### src/rtl/sdu_pkg.sv
`timescale 1ns/1ps
package sdu_pkg;
  // Limit a requested precision to the range 1..pmax.
  function automatic int clamp_prec(input int req, input int pmax);
    if (req < 1) return 1;
    if (req > pmax) return pmax;
    return req;
  endfunction

  // Gate one weight by one activation bit.
  function automatic longint gate_term(input logic bit_in, input longint weight);
    return bit_in ? weight : 64'sd0;
  endfunction
endpackage

### src/rtl/sdu_ppgen.sv
`timescale 1ns/1ps
module sdu_ppgen #(
  parameter int LANES = 4,
  parameter int WBITS = 8,
  parameter int SW    = 10
) (
  input  logic [LANES-1:0]       col,
  input  logic [LANES*WBITS-1:0] wt,
  output logic [LANES*SW-1:0]    terms
);
  for (genvar i = 0; i < LANES; i++) begin : g_lane
    logic signed [SW-1:0] wext;
    assign wext = SW'($signed(wt[i*WBITS +: WBITS]));
    assign terms[i*SW +: SW] = col[i] ? wext : '0;
  end
endmodule

### src/rtl/sdu_addtree.sv
`timescale 1ns/1ps
module sdu_addtree #(
  parameter int LANES = 4,
  parameter int SW    = 10
) (
  input  logic [LANES*SW-1:0]  terms,
  output logic signed [SW-1:0] sum
);
  localparam int LVL = $clog2(LANES);

  for (genvar l = 0; l <= LVL; l++) begin : g_lvl
    localparam int N = LANES >> l;
    logic [N-1:0][SW-1:0] row;
    if (l == 0) begin : g_leaf
      assign row = terms;
    end else begin : g_node
      for (genvar n = 0; n < N; n++) begin : g_add
        assign row[n] = SW'($signed(g_lvl[l-1].row[2*n]) + $signed(g_lvl[l-1].row[2*n+1]));
      end
    end
  end

  assign sum = $signed(g_lvl[LVL].row[0]);
endmodule

### src/rtl/sdu_ctrl.sv
`timescale 1ns/1ps
module sdu_ctrl #(
  parameter int PMAX = 16,
  parameter int PW   = 5
) (
  input  logic          clk,
  input  logic          rst_n,
  input  logic          start_i,
  input  logic [PW-1:0] prec_i,
  output logic          take_o,
  output logic          first_o,
  output logic          done_o
);
  import sdu_pkg::*;

  logic          busy_q;
  logic [PW-1:0] rem_q;
  logic [PW-1:0] peff;
  logic          last;

  assign peff    = PW'(clamp_prec(int'(prec_i), PMAX));
  assign first_o = start_i && !busy_q;
  assign take_o  = first_o || busy_q;
  assign last    = first_o ? (peff == PW'(1)) : (rem_q == PW'(1));

  always_ff @(posedge clk or negedge rst_n) begin
    if (!rst_n) begin
      busy_q <= 1'b0;
      rem_q  <= '0;
      done_o <= 1'b0;
    end else begin
      done_o <= take_o && last;
      if (first_o) begin
        busy_q <= !last;
        rem_q  <= peff - PW'(1);
      end else if (busy_q) begin
        busy_q <= !last;
        rem_q  <= rem_q - PW'(1);
      end
    end
  end
endmodule

### src/rtl/sdu_accum.sv
`timescale 1ns/1ps
module sdu_accum #(
  parameter int SW   = 10,
  parameter int ACCW = 27
) (
  input  logic                   clk,
  input  logic                   rst_n,
  input  logic                   take,
  input  logic                   first,
  input  logic                   neg,
  input  logic signed [SW-1:0]   sum,
  output logic signed [ACCW-1:0] acc
);
  logic signed [ACCW-1:0] ext;
  assign ext = ACCW'(sum);

  always_ff @(posedge clk or negedge rst_n) begin
    if (!rst_n) begin
      acc <= '0;
    end else if (take) begin
      if (first) acc <= neg ? -ext : ext;
      else       acc <= (acc <<< 1) + ext;
    end
  end
endmodule

### src/rtl/serial_dot_unit.sv
`timescale 1ns/1ps
module serial_dot_unit #(
  parameter int LANES = 4,
  parameter int WBITS = 8,
  parameter int PMAX  = 16,
  localparam int PW   = $clog2(PMAX + 1),
  localparam int SW   = WBITS + $clog2(LANES),
  localparam int ACCW = SW + PMAX + 1
) (
  input  logic                   clk,
  input  logic                   rst_n,
  input  logic                   start_i,
  input  logic [PW-1:0]          prec_i,
  input  logic                   signed_i,
  input  logic [LANES-1:0]       col_i,
  input  logic [LANES*WBITS-1:0] wt_i,
  output logic [ACCW-1:0]        result_o,
  output logic                   done_o
);
  logic                   take_w;
  logic                   first_w;
  logic [LANES*SW-1:0]    terms_w;
  logic signed [SW-1:0]   tree_sum_w;
  logic signed [ACCW-1:0] acc_w;

  sdu_ctrl #(.PMAX(PMAX), .PW(PW)) u_ctrl (
    .clk(clk), .rst_n(rst_n), .start_i(start_i), .prec_i(prec_i),
    .take_o(take_w), .first_o(first_w), .done_o(done_o)
  );

  sdu_ppgen #(.LANES(LANES), .WBITS(WBITS), .SW(SW)) u_pp (
    .col(col_i), .wt(wt_i), .terms(terms_w)
  );

  sdu_addtree #(.LANES(LANES), .SW(SW)) u_tree (
    .terms(terms_w), .sum(tree_sum_w)
  );

  sdu_accum #(.SW(SW), .ACCW(ACCW)) u_acc (
    .clk(clk), .rst_n(rst_n), .take(take_w), .first(first_w),
    .neg(signed_i), .sum(tree_sum_w), .acc(acc_w)
  );

  assign result_o = acc_w;
endmodule

### config.mk
export PLATFORM = sky130hd
export DESIGN_NAME = serial_dot_unit
export DESIGN_NICKNAME = d
export VERILOG_FILES = /design/src/rtl/sdu_pkg.sv /design/src/rtl/sdu_ppgen.sv /design/src/rtl/sdu_addtree.sv /design/src/rtl/sdu_ctrl.sv /design/src/rtl/sdu_accum.sv /design/src/rtl/serial_dot_unit.sv
export SDC_FILE = /design/constraint.sdc
export NUM_CORES = 1
export LEC_CHECK = 0
export ABC_AREA = 0
export BUFFER_PORTS_ARGS = -buffer_cell sky130_fd_sc_hd__buf_2
export CORE_MARGIN = 5
export CORE_UTILIZATION = 30
export DETAILED_ROUTE_END_ITERATION = 8
export REMOVE_ABC_BUFFERS = 1
export SLEW_MARGIN = 15
export SYNTH_ARGS = -nofsm -noshare
export SYNTH_HDL_FRONTEND = slang
export SYNTH_SLANG_ARGS = --single-unit
### constraint.sdc
create_clock -name clk -period 8.15 [get_ports clk]
set_input_delay 0.815 -clock clk [delete_from_list [all_inputs] [get_ports clk]]
set_output_delay 0.815 -clock clk [all_outputs]
set_load 0.02 [all_outputs]
-- Yosys cells after proc, flatten, opt, wreduce, memory -nomap -nowiden
Index checks and enable logic that the tools add are counted.
- register bits: 34
- bits of input ports: 45
- output and inout bits: 28
- word-level logic and storage cells: 39
- add/sub/neg operators: 7
- magnitude comparators: 2
- eq/ne operators: 2
- multiplexer cells: 18
- reduce and logical (&&, ||, !) cells: 6
- operator list (cell ; count):
    27-bit two-way mux ; 2
    10-bit two-way mux ; 4
    10-bit adder ; 3
    27-bit by 10-bit adder with 27-bit output ; 1
    10-bit negation with 27-bit output ; 1
    5-bit two-way mux ; 5
    5-bit by 1-bit equality test with 1-bit output (second input constant) ; 2
    5-bit by 1-bit subtractor with 5-bit output (second input constant) ; 2
    1-bit two-way mux ; 7
    5-bit > comparator (second input constant) ; 1
    5-bit by 1-bit < comparator with 1-bit output (second input constant) ; 1
    1-bit logical AND ; 2
    1-bit zero test ; 2
    2-bit nonzero test ; 1
    1-bit logical OR ; 1

-- Depth between registers and ports, before layout
- depth in word-level cells: 10
- mapped depth: 21
- mapped depth without buffers: 20

-- By module
Synthesis repeated with hierarchy kept, for this count alone.
- cells, all modules: 545
- area, all modules: 4420.5 µm²
- modules (own cells, without submodules) (module ; instances ; cells an instance ; area an instance (µm²) ; seq. area each (µm²)):
    sdu_accum ; 1 ; 346 ; 2763.9 ; 675.6
    sdu_addtree ; 1 ; 106 ; 890.9 ; 0.0
    sdu_ctrl ; 1 ; 53 ; 505.5 ; 175.2
    sdu_ppgen ; 1 ; 40 ; 260.2 ; 0.0

-- Worst setup path before layout
OpenSTA, ideal clock, no wires.
- path kind: in2reg
- start: input wt_i[4]
- end: register u_acc.acc[24]
- setup time: 0.137 ns
- data arrival time: 5.838 ns
- required time: 8.013 ns
- setup slack: 2.175 ns
- stages: 21
- path buffers: 1
- path through: and2_1 fa_1 inv_1 fa_1 inv_1 ha_1 nand2_1 o21ai_1 o221ai_1 xnor2_1 inv_1 ha_1 clkbuf_1 and3_1 a221oi_1 o21ai_1 a21oi_1 o21bai_1 a311oi_1 xor2_1 o22ai_1
- word-level cells in the longest chain between the ends: 6
- elaborated cells on any way between the ends: 7
- classes of those cells: 4 x add/sub; 3 x mux
- ends and longest elaborated chain (item ; RTL line ; text):
    from (decl) ; serial_dot_unit.sv:16 ; input logic [LANES*WBITS-1:0] wt_i,
    10-bit two-way mux * ; sdu_ppgen.sv:14 ; assign terms[i*SW +: SW] = col[i] ? wext : '0;
    10-bit adder * (2 in a row) ; sdu_addtree.sv:18 ; assign row[n] = SW'($signed(g_lvl[l-1].row[2*n]) + $signed(g_lvl[l-1].row[2*n+1]));
    parallel branches: the longest is 2 deep, another holds 27-bit by 10-bit adder with 27-bit output ; n/a ;
    27-bit two-way mux * ; sdu_accum.sv:21 ; if (first) acc <= neg ? -ext : ext;
    to (signal assigned) ; sdu_accum.sv:21 ;
    to (signal assigned) ; sdu_accum.sv:22 ; else acc <= (acc <<< 1) + ext;
    to (decl) ; sdu_accum.sv:12 ; output logic signed [ACCW-1:0] acc
Every way passes the cells marked *.
A chain may end at the register's enable or synchronous reset.

-- Worst setup path after layout
- start: input col_i[0]
- end: register u_acc.acc[25]
- word-level cells in the longest chain between the ends: 6
- elaborated cells on any way between the ends: 7
- classes of those cells: 4 x add/sub; 3 x mux
- ends and longest elaborated chain (item ; RTL line ; text):
    from (decl) ; serial_dot_unit.sv:15 ; input logic [LANES-1:0] col_i,
    10-bit two-way mux * ; sdu_ppgen.sv:14 ;
    10-bit adder * (2 in a row) ; sdu_addtree.sv:18 ;
    parallel branches: the longest is 2 deep, another holds 27-bit by 10-bit adder with 27-bit output ; n/a ;
    27-bit two-way mux * ; sdu_accum.sv:21 ;
Marked as above.

==> impl_results.md <==
- Crit path launch type: input pin
- Post-CTS Resized: 0
- Die width: 126 um
- Core ar.: 13,200 um^2
- Synthesized flop and latch total: 34
- GP Congestion: between 0.9 and 1
- Port Buffers: 72
- Yosys top cell area share: roughly a fifth
- # hold bufs at CTS: 0
- Routed len/inst: ~14 um
- Ports: 73
- Most common cell on crit path: inv_1
- Clock Skew: between 0.004 and 0.005 ns
- Peak VDD IR: between 0.1 and 0.15 mV
- Pin count of the biggest net entering global routing: 43
- Initial DRC Count: between 200 and 250
- Initial antenna violation count: 0
- Synth Area in XOR/XNOR: around 8%
- Die area: 15,900 um^2
- RSZ-0062 raised after global routing: false
- FP Rows: 42
- Crit-path leading delay family: adder cells
- Clk_lat worst skew: roughly 0.28 ns
- Synth top cells by count: 45 x nand2_1, 43 x ha_1, 42 x nor2_1
- Most numerous cell in the Yosys netlist: nand2_1
- First-pass GRT wire length: between 15,000 and 20,000 um
- Worst path bufs/invs: 4
- Gate Count Post-Synth: just under 500
- Outcome: completed
- Ranking of synthesized cells by area: dfrtp_1 21%, ha_1 13%, fa_1 8.9%
- Congestion Overflow GR: 0
- Max-cap viol count: 0
- Area Growth Syn to Fin: 17.6%
- Initial Utilization: 30.5%
- WL final: 10,600 um
- Fillers: ~1.4k
- Post-route DRC: 0
- Placed cell area: between 4000 and 5000 um^2
- Vias in the first global route: ~3.7k
- Lkg Pwr: about 2.3 nW
- Unique masters post-synth: 54
- Hpwl dp: around 8300 um
- Deepest clock path buffer count: 2
- Worst hold stages: 2
- Register area share after synthesis: 21.0%
- All-layer global routing usage: roughly an eighth
- Max FO, Critical Path: 19
- Post-synth EDFFs: 0
- Yosys warns: 0
- CTS buffer count: 5
- Crit-path slowest cell: xnor2_1
- WP depth: 20
- Post-synthesis compound-gate area fraction: a little under a quarter
- F_max: 0.152 GHz
- Clock-pin slew on the worst setup and hold paths: around 0.060 ns
- Final Util: a little over a third
- Main combinational cell family by area after synthesis: compound AO/OA/AOI/OAI gates
- Post-synth ARST share: between 90% and 100%
- Die H: 126 um
- Dominant cell type by area after synthesis: dfrtp_1
- R2r worst-path depth: 10
- WHS: between 0.5 and 0.6 ns
- Worst stage delay on the critical path: about 0.75 ns
- Number of diodes: 0
- Vias: around 3.7k
- Crit. End Element: flip-flop
- Slew @ Worst Pin: 0.895 ns
- Final ANT Viol Nets: 0
- DR vias/cell: between 5 and 6
- Mux contribution to synthesized area: less than 1%
- First-pass DRT Iterations: 4
- Pwr Total: roughly 0.0024 W
- Layout cells sized above 1: roughly 16%
- Setup bufs post-CTS: 0
- Slew headroom: about two fifths
- Slew Viols, Final: 0
- CTS H-Tree Depth: 2
- Main synth FF type: dfrtp_1
- Synth Area in Adders: ~22%
- Worst EP arrival: roughly 6.8 ns
- Reg2Reg Setup Slack: between 5 and 6 ns
- Worst Path Required: roughly 8.4 ns
- Setup TNS Final: 0 ns
- Final #Nets: roughly 670
- Simple-Gate Fraction of Synth Area: 18.7%
- Fin. Hold Viols: 0
- HP Class: flip-flop to flip-flop
- Synthesized area: slightly above 4000 um^2
- CTS tree: done
- Critical-path cell list: buf_2, and2_1, fa_1, inv_1, fa_1, inv_1, ha_1, nand2_1, o21ai_1, o221ai_1, xnor2_1, inv_1, ha_1, nand2_1, nor4_1, nor3_1, o21ai_0, a311oi_1, xnor2_1, a2bb2oi_1
- PwrDens: approximately 500 nW/um^2
- Final min period: between 6 and 7 ns
- Period utilization: 81.0%
- Root Buffer: clkbuf_16
- Synth Area per Inst: between 8 and 9 um^2
- Fin area: roughly 4800 um^2
- # clock sinks: 34
- # setup viols final: 0
- Crit path kind: input pin to flip-flop
-- metal layers --
metal  vias to the layer above  global-route usage, %  part of all wire, %
li1                       1872                      -                    -
met1                      1696                   18.3                   47
met2                       112                   22.4                   46
met3                         6                   1.86                  6.4
met4                         0                   2.33                 0.59
met5                         -                      0                    0
-- cell type report --
| type | instances | area (um^2) | area share, % |
|---|---|---|---|
| clock buffers | 5 | 125 | 2.63 |
| clock inverters | 3 | 40.0 | 0.842 |
| inverters | 40 | 150 | 3.16 |
| multi-input cells | 405 | 2990 | 62.9 |
| flip-flops and latches | 34 | 851 | 17.9 |
| well taps | 176 | 220 | 4.63 |
| repair buffers | 74 | 375 | 7.89 |
-- cells in the final DEF (no fill, tap or decap), types with 9 or more instances in the layout --
master   netlist  final
o21ai_0       32     32
a21o_1        13     13
inv_1         40     40
o31ai_1        9      9
fa_1          18     18
nor2_1        42     42
dfrtp_1       34     34
and2_1        26     26
nand2_1       45     45
xor2_1        16     16
ha_1          43     43
a21oi_1       39     39
buf_2          0     72
xnor2_1       22     22
-- flip-flops by register name, summed over array words and instances (netlist names) --
name,flops
u_acc.acc,27
u_ctrl.busy_q,1
u_ctrl.rem_q,5
u_ctrl.done_o,1
-- power by group --
| part | leakage, nW | internal, W | total (W) | switching [W] |
|---|---|---|---|---|
| clock | 0.0836 | 0.000143 | 0.000219 | 0.0000754 |
| sequential | 0.397 | 0.000279 | 0.000363 | 0.0000850 |
| combinational | 1.82 | 0.000758 | 0.00178 | 0.00102 |
-- stage by stage --
stage / std cells / worst slack [ns]
finish: 737 / 1.55
detailed placement: 729 / 1.35
CTS: 737 / 1.61
floorplan: 479 / 2.22
global route: 737 / 1.16
global placement: 729 / 1.54
-- path summary, 6_finish.rpt --
| check | start | end |
|---|---|---|
| max | col_i[0] | u_acc.acc[25] |
| min | u_acc.acc[0] | u_acc.acc[0] |
| max reg2reg | u_acc.acc[0] | u_acc.acc[25] |
| min reg2reg | u_acc.acc[0] | u_acc.acc[0] |
| max in group asynchronous | rst_n | u_acc.acc[5] |
| min in group asynchronous | rst_n | u_ctrl.done_o |
-- tightest hold or removal path: cells and delay by family (launching register included) --
family / cells / cell delay (ns)
simple gates: 1 / 0.06
flops: 1 / 0.37
compound gates: 1 / 0.06
-- kinds of logic (layout without fill, tap and decap cells) --
family	Yosys count	after routing
AND/OR/NAND/NOR	155	155
AO/OA/AOI/OAI	147	147
adder cells (fa/ha/maj)	61	61
buffers and inverters	53	122
flip-flops	34	34
XOR/XNOR	38	38
multiplexers	4	4
No activity file was read; power rests on OpenSTA's default activity.
